## config.mk

```make
export PLATFORM = sky130hd
export DESIGN_NAME = seg_addr_decode
export DESIGN_NICKNAME = d
export VERILOG_FILES = /design/src/rtl/seg_dec_pkg.sv /design/src/rtl/seg_classify.sv /design/src/rtl/seg_window.sv /design/src/rtl/seg_permit.sv /design/src/rtl/seg_addr_decode.sv
export SDC_FILE = /design/constraint.sdc
export NUM_CORES = 1
export LEC_CHECK = 0
export ABC_AREA = 0
export BUFFER_PORTS_ARGS = -buffer_cell sky130_fd_sc_hd__clkbuf_2
export CAP_MARGIN = 30
export CELL_PAD_IN_SITES_DETAIL_PLACEMENT = 1
export CELL_PAD_IN_SITES_GLOBAL_PLACEMENT = 1
export CORE_MARGIN = 2
export CORE_UTILIZATION = 34
export CTS_CLUSTER_SIZE = 24
export DETAILED_ROUTE_END_ITERATION = 16
export PLACE_DENSITY = 0.89
export SYNTH_ARGS = -nofsm -noshare
export SYNTH_HDL_FRONTEND = slang
export SYNTH_SLANG_ARGS = --single-unit
```

## constraint.sdc

```tcl
create_clock -name clk -period 0.8 [get_ports clk]
set_input_delay 0.2 -clock clk [delete_from_list [all_inputs] [get_ports clk]]
set_output_delay 0.2 -clock clk [all_outputs]
set_load 0.01 [all_outputs]
```

## src/rtl/seg_dec_pkg.sv

```systemverilog
package seg_dec_pkg;
   // number of top address bits that select a segment
   localparam int SEL_W = 3;

   typedef enum logic [1:0] {
      SEG_USER     = 2'd0,
      SEG_DIRECT_C = 2'd1,
      SEG_DIRECT_U = 2'd2,
      SEG_KMAPPED  = 2'd3
   } seg_e;

   typedef struct packed {
      logic ok;
      logic err;
      logic need_mmu;
      logic cached;
   } seg_flags_t;
endpackage

```

## src/rtl/seg_classify.sv

```systemverilog
module seg_classify
   import seg_dec_pkg::*;
(
   input  logic [SEL_W-1:0] i_sel,
   output seg_e             o_seg,
   output logic             o_mapped
);
   always_comb begin
      unique casez (i_sel)
         3'b0??:  o_seg = SEG_USER;
         3'b100:  o_seg = SEG_DIRECT_C;
         3'b101:  o_seg = SEG_DIRECT_U;
         default: o_seg = SEG_KMAPPED;
      endcase
      o_mapped = (o_seg == SEG_USER) || (o_seg == SEG_KMAPPED);
   end
endmodule

```

## src/rtl/seg_window.sv

```systemverilog
module seg_window
   import seg_dec_pkg::*;
#(
   parameter int VA_W = 32,
   parameter int PA_W = 36
) (
   input  logic [VA_W-1:0] i_vaddr,
   input  logic            i_mapped,
   output logic [PA_W-1:0] o_paddr
);
   localparam int OFF_W  = VA_W - SEL_W;
   localparam int VA_PAD = PA_W - VA_W;

   logic [PA_W-1:0] pass_addr;
   logic [PA_W-1:0] direct_addr;

   generate
      if (VA_PAD == 0) begin : g_same_width
         assign pass_addr = i_vaddr;
      end else begin : g_wide_bus
         assign pass_addr = {{VA_PAD{1'b0}}, i_vaddr};
      end
   endgenerate

   // window offset: select bits forced to zero, upper bus bits zero
   assign direct_addr = {{(PA_W-OFF_W){1'b0}}, i_vaddr[OFF_W-1:0]};

   assign o_paddr = i_mapped ? pass_addr : direct_addr;
endmodule

```

## src/rtl/seg_permit.sv

```systemverilog
module seg_permit
   import seg_dec_pkg::*;
(
   input  logic       i_valid,
   input  seg_e       i_seg,
   input  logic       i_mapped,
   input  logic       i_user,
   input  logic       i_xlat_ready,
   output seg_flags_t o_flags
);
   logic priv_fault;
   logic xlat_fault;
   logic fault;

   always_comb begin
      priv_fault = i_user && (i_seg != SEG_USER);
      xlat_fault = i_mapped && !i_xlat_ready;
      fault      = priv_fault || xlat_fault;

      o_flags.err      = i_valid && fault;
      o_flags.ok       = i_valid && !fault;
      o_flags.need_mmu = i_valid && !fault && i_mapped;
      o_flags.cached   = i_valid && !fault && (i_seg == SEG_DIRECT_C);
   end
endmodule

```

## src/rtl/seg_addr_decode.sv

```systemverilog
module seg_addr_decode
   import seg_dec_pkg::*;
#(
   parameter int VA_W = 32,
   parameter int PA_W = 36
) (
   input  logic            clk,
   input  logic            rst_n,
   input  logic            i_valid,
   input  logic [VA_W-1:0] i_vaddr,
   input  logic            i_user,
   input  logic            i_xlat_ready,
   output logic            o_valid,
   output logic [PA_W-1:0] o_paddr,
   output logic            o_cached,
   output logic            o_need_mmu,
   output logic            o_addr_err
);
   generate
      if (VA_W < SEL_W + 1) begin : g_bad_va
         $error("seg_addr_decode: VA_W must exceed the select width");
      end
      if (PA_W < VA_W) begin : g_bad_pa
         $error("seg_addr_decode: PA_W must be at least VA_W");
      end
   endgenerate

   seg_e            seg;
   logic            mapped;
   logic [PA_W-1:0] comb_paddr;
   seg_flags_t      flags;

   seg_classify u_classify (
      .i_sel    (i_vaddr[VA_W-1 -: SEL_W]),
      .o_seg    (seg),
      .o_mapped (mapped)
   );

   seg_window #(.VA_W(VA_W), .PA_W(PA_W)) u_window (
      .i_vaddr  (i_vaddr),
      .i_mapped (mapped),
      .o_paddr  (comb_paddr)
   );

   seg_permit u_permit (
      .i_valid      (i_valid),
      .i_seg        (seg),
      .i_mapped     (mapped),
      .i_user       (i_user),
      .i_xlat_ready (i_xlat_ready),
      .o_flags      (flags)
   );

   always_ff @(posedge clk or negedge rst_n) begin
      if (!rst_n) begin
         o_valid    <= 1'b0;
         o_paddr    <= '0;
         o_cached   <= 1'b0;
         o_need_mmu <= 1'b0;
         o_addr_err <= 1'b0;
      end else begin
         o_valid    <= flags.ok;
         o_paddr    <= flags.ok ? comb_paddr : '0;
         o_cached   <= flags.cached;
         o_need_mmu <= flags.need_mmu;
         o_addr_err <= flags.err;
      end
   end
endmodule

```

-- Word level (Yosys, flattened, before mapping)
Cells that the tools add are included.
- register bits after elaboration: 40
- bits of input ports: 37
- output and inout port bits: 40
- word-level logic and storage cells: 25
- equal/unequal tests: 4
- muxes and demuxes: 3
- bitwise gates (word level): 1
- reductions and logical operators: 12
- operators with widths (kind ; count):
    $mux 36 ; 1
    $mux 32 ; 1
    $eq 3x3->1 const B ; 2
    $logic_and 1x1->1 ; 6
    $pmux 2 s3 ; 1
    $eq 2x1->1 const B ; 1
    $eq 2x2->1 const B ; 1
    $logic_not 1->1 ; 2
    $logic_not 2->1 ; 1
    $logic_or 1x1->1 ; 2
    $reduce_bool 2->1 ; 1
    $not 1->1 ; 1

-- Logic depth before layout (Yosys ltp)
- depth after elaboration: 9
- depth in mapped cells: 6
- mapped depth without buffers: 5

-- By module
A second synthesis with hierarchy kept.
- cells, all modules: 127
- area total of the unflattened synthesis: 1641.6 sq um
- by module, submodules not included (module ; times used ; cells an instance ; area each (sq um) ; seq. area each (sq um)):
    seg_addr_decode ; 1 ; 79 ; 1286.2 ; 1001.0
    seg_window ; 1 ; 37 ; 270.3 ; 0.0
    seg_permit ; 1 ; 7 ; 58.8 ; 0.0
    seg_classify ; 1 ; 4 ; 26.3 ; 0.0

-- Worst setup path after synthesis
No wires, ideal clock.
- path kind: input-to-reg
- from: input port i_vaddr[31]
- to: register o_paddr[21]
- library setup time: 0.120 ns
- data arrival time: 1.036 ns
- data required time: 0.680 ns
- setup slack: -0.356 ns
- cell stages on the path: 5
- buffers on the path: 1
- cell sequence: a21boi_0 -> ha_1 -> nand2b_1 -> buf_2 -> and3_1
- cells in the longest elaborated chain, start to end: 9
- elaborated cells between the ends (all ways): 14
- classes of those cells: eq/ne: 3; mux: 2; bitwise: 1; reduce/logical: 8
- ends and longest elaborated chain (what ; RTL line ; source):
    from (decl) ; seg_addr_decode.sv:10 ; input logic [VA_W-1:0] i_vaddr,
    $eq 3x3->1 or $not 1->1 (tied branches) ; seg_classify.sv:9 ; unique casez (i_sel)
    $pmux 2 s3 * ; seg_classify.sv:9 ;
    $eq 2x2->1 or $logic_not 2->1 (tied branches) ; seg_classify.sv:15 ; o_mapped = (o_seg == SEG_USER) || (o_seg == SEG_KMAPPED);
    $logic_or 1x1->1 ; seg_classify.sv:15 ;
    $logic_and 1x1->1 ; seg_permit.sv:17 ; xlat_fault = i_mapped && !i_xlat_ready;
    $logic_or 1x1->1 * ; seg_permit.sv:18 ; fault = priv_fault || xlat_fault;
    $logic_not 1->1 * ; seg_permit.sv:21 ; o_flags.ok = i_valid && !fault;
    $logic_and 1x1->1 * ; seg_permit.sv:21 ;
    $mux 36 * ; seg_addr_decode.sv:63 ; o_paddr <= flags.ok ? comb_paddr : '0;
    to (signal assigned) ; seg_addr_decode.sv:63 ;
    to (decl) ; seg_addr_decode.sv:14 ; output logic [PA_W-1:0] o_paddr,
Every way passes the cells marked *; elsewhere a longest branch is shown, timed or not.

-- Final worst setup path
- from: register o_paddr[18]
- to: output port o_paddr[18]
No word-level cell between the ends.

==> run summary <==
Pwr per Cell Area - 1810 mW/mm2
Tot GR Track Use - 17.2%
Critical Path, Cell by Cell - clkbuf_2
CTS tree - yes
#FFs+latches synth - 36
Hold Path End - o_paddr[31]$_DFF_PN0_
CTS Buf Count - 5
FP Rows - 22
Initial antenna violation count - 0
Initial DRC Count - 54
Final WS setup - -0.201 ns
Worst hold path class - input pin to register
WP buf/inv - 1
Via/cell ratio - 4.73
Total wire length - 4510 um
Critical path type - register to output pin
Status - finished with violations
Crit path capture type - output pin
Total gr overflow - 0
CP startpoint - o_paddr[18]$_DFF_PN0_
Initial Util - 35.2%
PortBufs - 72
GP Congestion - 0.724
Pin count of the biggest net entering global routing - 33
Vias in the first global route - 1078
Vias - 1093
RSZ-0062 raised after global routing - true
Final std cells w/o fill - 231
Synth cell types - 18
Total power draw - 3970 uW
Max Freq - 999 MHz
Nets - 221
Die W - 65.4 um
Remaining antenna violation count after routing - 0
Hold Fails Final Rpt - 0
Placed instance count - 213
Die Footprint - 0.00427 mm2
Crit path largest cell delay - 0.38 ns
Ports - 77
Clk buf depth - 2
Largest fanout on the critical path - 1
Crit path max-delay family - flip-flops
Yosys warns - 0
Diodes inserted - 0
Tcrit/Tclk final - 125%
CP Launch Type - register
Leakage Power - 0.00119 uW
Pre-antenna DRT Iters - 4
Hold Path Stages - 3
Area grow syn2layout - 71.6%
Hold Crit Start - i_vaddr[31]
Setup violators final - 69
Max VDD drop - 888 uV
CORE AREA - 0.00363 mm2
Post-layout min period - 1.00 ns
Synthesized area - 0.00128 mm2
Layout cell share with drive strength beyond 1 - 73.8%
Max Slew Vio Count - 0
CP arrival - 0.80 ns
H-tree levels - 2
Clock Sinks - 36
Layout filler cell count - 381
DR DRC count - 0
Number of max-cap violations - 0
Vert. Die Dim - 65.4 um
First-pass GRT wire length - 5250 um
Multi-input gate area - 503 um2
Synthesized area per cell - 14.1 um2
Sequential Area - 901 um2
Gate count of the mapped netlist - 91
Clk slew on worst S/H paths - 0.07 ns
Seq/Total Area, Yosys - 70.4%
Worst Path Required - 0.60 ns
Root buffer cell - clkbuf_8
Avg WL per Cell - 19.5 um
DPL Wire Length - 2510 um
Critical path's slowest cell - dfrtp_1
Failing checks - setup timing
-- cell families after synthesis --
family | Yosys count | share of synthesized area (%)
adders and majority gates | 1 | 0.977
buffers and inverters | 11 | 6.45
AOI/OAI and AO/OA | 4 | 3.32
other | 1 | 0.293
DFF | 36 | 70.4
and+or+nand+nor | 38 | 18.6
-- registers in the layout, summed over array words and instances (netlist names) --
signal      cells
o_paddr        32
o_addr_err      1
o_cached        1
o_need_mmu      1
o_valid         1
-- cell usage after synthesis --
| library cell | number | area [um2] |
|---|---|---|
| dfrtp_1 | 36 | 901 |
| and3_1 | 31 | 194 |
| buf_4 | 4 | 30.0 |
| buf_2 | 3 | 15.0 |
| buf_6 | 3 | 33.8 |
| and4_1 | 2 | 17.5 |
| a21boi_0 | 1 | 7.51 |
| a21boi_2 | 1 | 11.3 |
| a21boi_4 | 1 | 18.8 |
| and2_1 | 1 | 6.26 |
| conb_1 | 1 | 3.75 |
| ha_1 | 1 | 12.5 |
| inv_1 | 1 | 3.75 |
| nand2_1 | 1 | 3.75 |
| nand2b_1 | 1 | 6.26 |
| nand4_1 | 1 | 6.26 |
| nor2_1 | 1 | 3.75 |
| o21ai_0 | 1 | 5.00 |
-- per-stage QoR --
step	utilization, %	area, um2	setup WS, ns	TNS, ns	hold WS (ns)
after global placement	47.5	1730	-0.481	-16.36	0.0300
after CTS	52.0	1890	-0.202	-12.90	0.146
after floorplan	-	1300	-0.340	-10.56	-0.0956
after detailed placement	47.5	1730	-0.540	-17.66	0.0401
final	60.4	2200	-0.201	-11.08	0.173
after global routing	60.4	2200	-0.243	-12.42	0.170
-- how the worst max path moves through the flow --
| stage | to | slack, ns | depth (start not counted) |
|---|---|---|---|
| after floorplan | o_paddr[10]$_DFF_PN0_ | -0.34 | 5 |
| after global placement | o_paddr[7]$_DFF_PN0_ | -0.48 | 6 |
| after detailed placement | o_paddr[7]$_DFF_PN0_ | -0.54 | 6 |
| after CTS | o_paddr[26] | -0.20 | 1 |
| after global routing | o_paddr[7] | -0.24 | 1 |
| final | o_paddr[18] | -0.20 | 1 |
-- placed cells by master, fill, tap and decap left out, drive strengths merged --
cell type	count
and4	2
nor2	1
clkinv	1
nand4	1
and2	1
inv	1
o21ai	1
nand2b	1
buf	22
nand2	1
ha	1
a21boi	3
clkbuf	75
conb	4
and3	31
dlygate4sd3	1
dfrtp	36
-- power by group --
part / switching, uW / total [uW] / internal (uW)
Combinational: 375 / 826 / 451
Clock: 607 / 1200 / 591
Sequential: 33.6 / 1950 / 1920
Total: 1020 / 3970 / 2960
-- timing repair --
item                                    in CTS  in global routing
gates resized for setup                     15                 52
endpoints found under the hold margin       36                  0
buffers inserted                             0                  5
endpoints found under the setup margin      72                 72
cloned                                       3                  4
hold buffers                                 1                  0
pin swaps                                    1                  6
-- final cells by class --
cell class              instances  area share (%)
clock buffers                   6            3.30
clock inverters                 1           0.228
inverters                       1           0.285
multi-input cells              47            22.9
flip-flops and latches         36            41.0
well taps                      48            2.74
repair buffers                 92            29.5
-- metal layers --
metal / global-route usage, % / part of all wire, % / vias to the layer above
li1: - / - / 483
met1: 18.5 / 36 / 526
met2: 29.5 / 53 / 72
met3: 4.79 / 8.2 / 12
met4: 11.5 / 3.1 / 0
met5: 0 / 0 / -
(Power assumes the default switching activity.)
